File: src/rtl/alu_fn_pkg.sv
package alu_fn_pkg;

    localparam int FN_W = 6;

    localparam logic [FN_W-1:0] FN_PASS_A   = 6'b000000;
    localparam logic [FN_W-1:0] FN_OR       = 6'b000001;
    localparam logic [FN_W-1:0] FN_AND      = 6'b000100;
    localparam logic [FN_W-1:0] FN_PASS_B   = 6'b000101;
    localparam logic [FN_W-1:0] FN_AND_NB   = 6'b001000;
    localparam logic [FN_W-1:0] FN_XOR      = 6'b001001;
    localparam logic [FN_W-1:0] FN_NOT_B    = 6'b001010;
    localparam logic [FN_W-1:0] FN_ZERO     = 6'b001100;
    localparam logic [FN_W-1:0] FN_ADD      = 6'b010110;
    localparam logic [FN_W-1:0] FN_SUB      = 6'b011001;
    localparam logic [FN_W-1:0] FN_RSUB     = 6'b110110;

    typedef enum logic [2:0] {
        LG_AND,
        LG_OR,
        LG_XOR,
        LG_PASS_A,
        LG_PASS_B,
        LG_ZERO
    } logic_op_e;

    typedef struct packed {
        logic      valid;
        logic      arith;
        logic      inv_a;
        logic      inv_b;
        logic_op_e lop;
    } alu_ctrl_t;

    typedef struct packed {
        logic n;
        logic z;
        logic c;
        logic v;
    } alu_flags_t;

endpackage

File: src/rtl/alu_fn_decode.sv
module alu_fn_decode
    import alu_fn_pkg::*;
(
    input  logic [FN_W-1:0] func_i,
    output alu_ctrl_t       ctrl_o
);

    always_comb begin
        ctrl_o       = '0;
        ctrl_o.valid = 1'b1;
        ctrl_o.lop   = LG_ZERO;
        case (func_i)
            FN_AND:    ctrl_o.lop = LG_AND;
            FN_AND_NB: begin ctrl_o.lop = LG_AND;    ctrl_o.inv_b = 1'b1; end
            FN_XOR:    ctrl_o.lop = LG_XOR;
            FN_OR:     ctrl_o.lop = LG_OR;
            FN_PASS_A: ctrl_o.lop = LG_PASS_A;
            FN_PASS_B: ctrl_o.lop = LG_PASS_B;
            FN_NOT_B:  begin ctrl_o.lop = LG_PASS_B; ctrl_o.inv_b = 1'b1; end
            FN_ZERO:   ctrl_o.lop = LG_ZERO;
            FN_ADD:    ctrl_o.arith = 1'b1;
            FN_SUB:    begin ctrl_o.arith = 1'b1; ctrl_o.inv_b = 1'b1; end
            FN_RSUB:   begin ctrl_o.arith = 1'b1; ctrl_o.inv_a = 1'b1; end
            default:   ctrl_o.valid = 1'b0;
        endcase
    end

endmodule

File: src/rtl/alu_operand_inv.sv
module alu_operand_inv #(
    parameter int WIDTH = 32
) (
    input  logic [WIDTH-1:0] a_i,
    input  logic [WIDTH-1:0] b_i,
    input  logic             inv_a_i,
    input  logic             inv_b_i,
    output logic [WIDTH-1:0] a_o,
    output logic [WIDTH-1:0] b_o
);

    for (genvar i = 0; i < WIDTH; i++) begin : g_xor
        assign a_o[i] = a_i[i] ^ inv_a_i;
        assign b_o[i] = b_i[i] ^ inv_b_i;
    end

endmodule

File: src/rtl/alu_csel_adder.sv
module alu_csel_adder #(
    parameter int WIDTH = 32,
    parameter int BLK   = 4
) (
    input  logic [WIDTH-1:0] a_i,
    input  logic [WIDTH-1:0] b_i,
    input  logic             cin_i,
    output logic [WIDTH-1:0] sum_o,
    output logic             cout_o
);

    localparam int NBLK = WIDTH / BLK;

    logic [NBLK:0] carry;
    assign carry[0] = cin_i;

    for (genvar k = 0; k < NBLK; k++) begin : g_blk
        logic [BLK:0] s0;
        logic [BLK:0] s1;
        assign s0 = {1'b0, a_i[k*BLK +: BLK]} + {1'b0, b_i[k*BLK +: BLK]};
        assign s1 = {1'b0, a_i[k*BLK +: BLK]} + {1'b0, b_i[k*BLK +: BLK]}
                  + {{BLK{1'b0}}, 1'b1};
        assign sum_o[k*BLK +: BLK] = carry[k] ? s1[BLK-1:0] : s0[BLK-1:0];
        assign carry[k+1]          = carry[k] ? s1[BLK] : s0[BLK];
    end

    assign cout_o = carry[NBLK];

    initial begin
        assert (WIDTH % BLK == 0)
            else $error("adder width must be a multiple of the block size");
    end

endmodule

File: src/rtl/alu_logic_unit.sv
module alu_logic_unit
    import alu_fn_pkg::*;
#(
    parameter int WIDTH = 32
) (
    input  logic [WIDTH-1:0] a_i,
    input  logic [WIDTH-1:0] b_i,
    input  logic_op_e        lop_i,
    output logic [WIDTH-1:0] res_o
);

    always_comb begin
        case (lop_i)
            LG_AND:    res_o = a_i & b_i;
            LG_OR:     res_o = a_i | b_i;
            LG_XOR:    res_o = a_i ^ b_i;
            LG_PASS_A: res_o = a_i;
            LG_PASS_B: res_o = b_i;
            default:   res_o = '0;
        endcase
    end

endmodule

File: src/rtl/alu_fn_core.sv
module alu_fn_core
    import alu_fn_pkg::*;
#(
    parameter int WIDTH = 32,
    parameter int BLK   = 4
) (
    input  logic             clk,
    input  logic             rst_n,
    input  logic [WIDTH-1:0] op_a_i,
    input  logic [WIDTH-1:0] op_b_i,
    input  logic             carry_i,
    input  logic [FN_W-1:0]  func_i,
    input  logic             upd_flags_i,
    input  logic             shift_carry_i,
    output logic [WIDTH-1:0] result_o,
    output logic             flag_n_o,
    output logic             flag_z_o,
    output logic             flag_c_o,
    output logic             flag_v_o
);

    localparam int MSB = WIDTH - 1;

    typedef struct packed {
        logic [WIDTH-1:0] result;
        alu_flags_t       flags;
    } core_state_t;

    alu_ctrl_t        ctrl;
    logic [WIDTH-1:0] xa, xb;
    logic [WIDTH-1:0] add_sum, lg_res;
    logic             add_cout;
    logic             add_ovf;
    core_state_t      st_d, st_q;

    alu_fn_decode u_dec (
        .func_i (func_i),
        .ctrl_o (ctrl)
    );

    alu_operand_inv #(.WIDTH(WIDTH)) u_inv (
        .a_i     (op_a_i),
        .b_i     (op_b_i),
        .inv_a_i (ctrl.inv_a),
        .inv_b_i (ctrl.inv_b),
        .a_o     (xa),
        .b_o     (xb)
    );

    alu_csel_adder #(.WIDTH(WIDTH), .BLK(BLK)) u_add (
        .a_i    (xa),
        .b_i    (xb),
        .cin_i  (carry_i),
        .sum_o  (add_sum),
        .cout_o (add_cout)
    );

    alu_logic_unit #(.WIDTH(WIDTH)) u_lgc (
        .a_i   (xa),
        .b_i   (xb),
        .lop_i (ctrl.lop),
        .res_o (lg_res)
    );

    assign add_ovf = (xa[MSB] == xb[MSB]) && (add_sum[MSB] != xa[MSB]);

    always_comb begin
        st_d = st_q;
        if (!ctrl.valid) begin
            st_d.result = '0;
        end else begin
            st_d.result = ctrl.arith ? add_sum : lg_res;
            if (upd_flags_i) begin
                st_d.flags.n = st_d.result[MSB];
                st_d.flags.z = (st_d.result == '0);
                if (ctrl.arith) begin
                    st_d.flags.c = add_cout;
                    st_d.flags.v = add_ovf;
                end else begin
                    st_d.flags.c = shift_carry_i;
                end
            end
        end
    end

    always_ff @(posedge clk or negedge rst_n) begin
        if (!rst_n) st_q <= '0;
        else        st_q <= st_d;
    end

    assign result_o = st_q.result;
    assign flag_n_o = st_q.flags.n;
    assign flag_z_o = st_q.flags.z;
    assign flag_c_o = st_q.flags.c;
    assign flag_v_o = st_q.flags.v;

    assert_flags_held_R7: assert property (@(posedge clk) disable iff (!rst_n)
        !upd_flags_i |=> $stable({flag_n_o, flag_z_o, flag_c_o, flag_v_o}));

    assert_bad_code_R8: assert property (@(posedge clk) disable iff (!rst_n)
        !ctrl.valid |=> (result_o == '0)
                        && $stable({flag_n_o, flag_z_o, flag_c_o, flag_v_o}));

    assert_logic_keeps_v_R6: assert property (@(posedge clk) disable iff (!rst_n)
        (ctrl.valid && !ctrl.arith && upd_flags_i)
            |=> $stable(flag_v_o) && (flag_c_o == $past(shift_carry_i)));

    assert_zero_flag_R5: assert property (@(posedge clk) disable iff (!rst_n)
        (ctrl.valid && upd_flags_i) |=> (flag_z_o == (result_o == '0))
                                        && (flag_n_o == result_o[MSB]));

    assert_overflow_rule_R5: assert property (@(posedge clk) disable iff (!rst_n)
        (ctrl.arith && ctrl.valid && upd_flags_i)
            |=> flag_v_o == (($past(xa[MSB]) == $past(xb[MSB]))
                             && (result_o[MSB] != $past(xa[MSB]))));

endmodule

File: config.mk
export PLATFORM = sky130hd
export DESIGN_NAME = alu_fn_core
export DESIGN_NICKNAME = d
export VERILOG_FILES = /design/src/rtl/alu_fn_pkg.sv /design/src/rtl/alu_fn_decode.sv /design/src/rtl/alu_operand_inv.sv /design/src/rtl/alu_csel_adder.sv /design/src/rtl/alu_logic_unit.sv /design/src/rtl/alu_fn_core.sv
export SDC_FILE = /design/constraint.sdc
export NUM_CORES = 1
export LEC_CHECK = 0
export BUFFER_PORTS_ARGS = -buffer_cell sky130_fd_sc_hd__buf_2
export CAP_MARGIN = 15
export CORE_UTILIZATION = 25
export DETAILED_ROUTE_END_ITERATION = 7
export PLACE_DENSITY = 0.49
export SLEW_MARGIN = 20
export SYNTH_ARGS = -nofsm -noshare
export SYNTH_HDL_FRONTEND = slang
export SYNTH_SLANG_ARGS = --single-unit
File: constraint.sdc
create_clock -name clk -period 0.8 [get_ports clk]
set_clock_uncertainty 0.1 [all_clocks]
set_input_delay 0.12 -clock clk [delete_from_list [all_inputs] [get_ports clk]]
set_output_delay 0.12 -clock clk [all_outputs]
set_load 0.01 [all_outputs]
==> summary.txt <==
status -> finished with violations
violated checks -> setup timing
most frequent cells in the layout -> buf_4, buf_2, inv_1
# placed instances -> 1,322
Worst Path Max Fanout -> 3
Crit. End Element -> register
reg-to-reg startpoint -> flag_n_o$_DFFE_PN0P_
largest net degree at the start of global routing -> 27
starting density of the core -> 25.6%
Met1 Routed Length -> 9930 um
final worst-path cycle share -> 682%
reg-to-reg critical path endpoint -> flag_n_o$_DFFE_PN0P_
global route total overflow -> 0
Die X -> 154 um
commonest non-fill, non-tap cell in the layout -> buf_4
number of global-route vias before repair -> 6,519
Post-synth EDFFs -> 0
hold path start -> shift_carry_i
I/O pin count -> 111
met3 wire len -> 648 um
clock buffer count from CTS -> 5
die height -> 154 um
ys flop type -> dfrtp_1
vias per cell -> 4.71
vias post-DR -> 6,427
WHS Endpoint -> flag_c_o$_DFFE_PN0P_
Worst setup SP type -> input port
die area -> 0.0238 mm2
Hold Crit Depth -> 4
first-pass GRT wire length -> 32,800 um
WP data arrival -> 5.55 ns
# fillers -> 2,209
DRT Wirelength -> 20,700 um
number of synthesized register bits -> 36
clock latency on the worst-skew pair -> 0.28 ns
Final min period -> 5.45 ns
clock tree buffer depth -> 2
antenna violations before repair -> 1
Area Growth Syn to Fin -> 71.5%
FMAX -> 0.183 GHz
routed wl met2 -> 9810 um
top sig layer -> met4
H-tree depth -> 2
Layout Cells excl Fill -> 1,364
Iter 0 DRT Violations -> 256
Final #Nets -> 1,233
First-pass DRT Iterations -> 5
Hold Slack -> 0.0673 ns
RePlAce Congestion -> 0.842
max_slew headroom -> 65.8%
Leak -> 4.98 nW
share of cells above drive strength 1 -> 51.3%
remaining antenna violation count -> 0
Detailed Place HPWL -> 16,700 um
TritonCTS sink count -> 36
wire length per cell -> 15.1 um
worst reg2reg path depth -> 2
Max Slew Vio Count -> 0
sequential area share after synthesis -> 15.6%
CTS Root Cell -> clkbuf_16
Hold Path Class -> in2reg
I/O Buffers -> 110
Pwr Density -> 1170 mW/mm2
Slew @ Worst Pin -> 0.511 ns
Syn Std Cell Area -> 0.00579 mm2
RSZ-0062 raised after global routing -> true
Antenna Diode Count -> 0
syn avg cell area -> 8.34 um2
yosys warns -> 0
utilization after layout -> 43.8%
Worst R2R Setup Slack -> -0.16 ns
CTS tree -> done
Cell Rows -> 55
max cap viols -> 0
Yosys cell types -> 77
asr flop ratio synth -> 100%
Tot GR Track Use -> 17.3%
Peak VDD IR -> 677 uV
Final Hold Viols -> 0
WP data required -> 0.90 ns
# DRC -> 0
critical path class -> in2reg
Setup violations, final -> 72
syn nets -> 849
clock-pin slew on the worst setup and hold paths -> 0.06 ns
Setup WS post-layout -> -4.65 ns
Post-Syn Instances -> 694
core box area -> 0.0226 mm2
-- cell families after synthesis --
kind of cell | Yosys count | share of synthesized area (%)
flip-flops | 36 | 15.6
AO/OA/AOI/OAI | 199 | 24.5
multiplexers | 16 | 2.94
buffers and inverters | 109 | 7.87
XOR/XNOR | 104 | 16.5
AND/OR/NAND/NOR | 150 | 14.3
adder cells (fa/ha/maj) | 80 | 18.3
-- Yosys cell counts (all sizes together), types with 5 or more instances --
cell type,n,area share (%)
fa,8,2.8
o22ai,9,0.97
and3,12,1.4
o221ai,19,2.9
o21ai,31,2.9
mux2i,11,1.9
nand4,8,0.86
o31ai,5,0.65
xnor2,55,8.5
mux2,5,1.0
and2,10,1.2
a21o,25,3.2
nor2,21,1.4
ha,72,16
nor3,17,1.5
nand2,37,2.4
nand3,16,1.6
a211oi,6,0.86
a221oi,6,0.91
a22oi,24,3.1
xor2,48,7.7
clkbuf,16,1.0
a21oi,38,3.3
dfrtp,36,16
or4,5,0.78
inv,73,4.7
buf,20,2.1
-- what timing repair did --
| item | in CTS | in global routing |
|---|---|---|
| setup endpoints to repair | 72 | 72 |
| hold buffers | 1 | 0 |
| buffers inserted | 21 | 16 |
| gates resized for setup | 75 | 76 |
| pin swaps | 32 | 39 |
| hold endpoints to repair | 36 | 0 |
-- metal layers --
| layer | up-vias | global-route usage, % |
|---|---|---|
| li1 | 3276 | - |
| met5 | - | 0 |
| met4 | 0 | 3.48 |
| met2 | 127 | 29.8 |
| met1 | 3005 | 23.5 |
| met3 | 19 | 1.49 |
-- worst max path at each step --
| stage | startpoint | end | slack [ns] | cells after the start |
|---|---|---|---|---|
| floorplan | func_i[0] | flag_z_o$_DFFE_PN0P_ | -4.83 | 24 |
| global placement | func_i[1] | flag_z_o$_DFFE_PN0P_ | -4.88 | 21 |
| detailed placement | func_i[1] | flag_z_o$_DFFE_PN0P_ | -5.04 | 24 |
| CTS | func_i[0] | flag_z_o$_DFFE_PN0P_ | -4.63 | 21 |
| global route | func_i[0] | flag_z_o$_DFFE_PN0P_ | -4.91 | 22 |
| finish | func_i[0] | flag_z_o$_DFFE_PN0P_ | -4.65 | 22 |
-- state kept, by name (all words and copies together), names as in the netlist --
| register | cells |
|---|---|
| result_o | 32 |
| flag_z_o | 1 |
| flag_v_o | 1 |
| flag_c_o | 1 |
| flag_n_o | 1 |
-- metrics by stage --
| stage | total power (W) | setup TNS, ns | cell area (um2) | setup WS (ns) |
|---|---|---|---|---|
| floorplan | 0.00545 | -123.56 | 6000 | -4.83 |
| global placement | 0.00846 | -129.94 | 8740 | -4.88 |
| detailed placement | 0.00852 | -132.63 | 8740 | -5.04 |
| CTS | 0.0111 | -127.23 | 9420 | -4.63 |
| global route | 0.0125 | -135.57 | 9930 | -4.91 |
| finish | 0.0116 | -129.31 | 9930 | -4.65 |
-- power breakdown --
group	switching [W]	leakage [nW]	total, W	internal, W
combinational	0.00349	4.42	0.00756	0.00406
sequential	0.0000651	0.489	0.00204	0.00198
clock	0.000811	0.0766	0.00204	0.00123
-- critical path: stages --
cell and delay [ns]:
buf_8 0.11, nor2b_1 0.13, a2111o_2 0.51, xor2_2 0.22
inv_2 0.07, ha_4 0.16, fa_1 0.51, ha_2 0.20
nand3_2 0.10, or4_4 0.50, buf_4 0.16, nand3_4 0.06
xnor2_2 0.12, o221ai_2 0.13, or4_4 0.55, or4b_1 0.49
or4_4 0.45, nor4_4 0.14, nand4_1 0.17, a2111oi_4 0.25
o2111ai_2 0.18, o31ai_2 0.23
-- area by class of cell --
cell class,count,area (um2),share of cell area (%)
tap,285,357,3.59
clock buffer,6,139,1.40
clock inverter,2,10.0,0.101
sequential,36,901,9.07
multi-input combinational,549,5210,52.5
timing repair buffer,413,3040,30.6
inverter,73,274,2.76
Power figures use the tool's default switching activity.
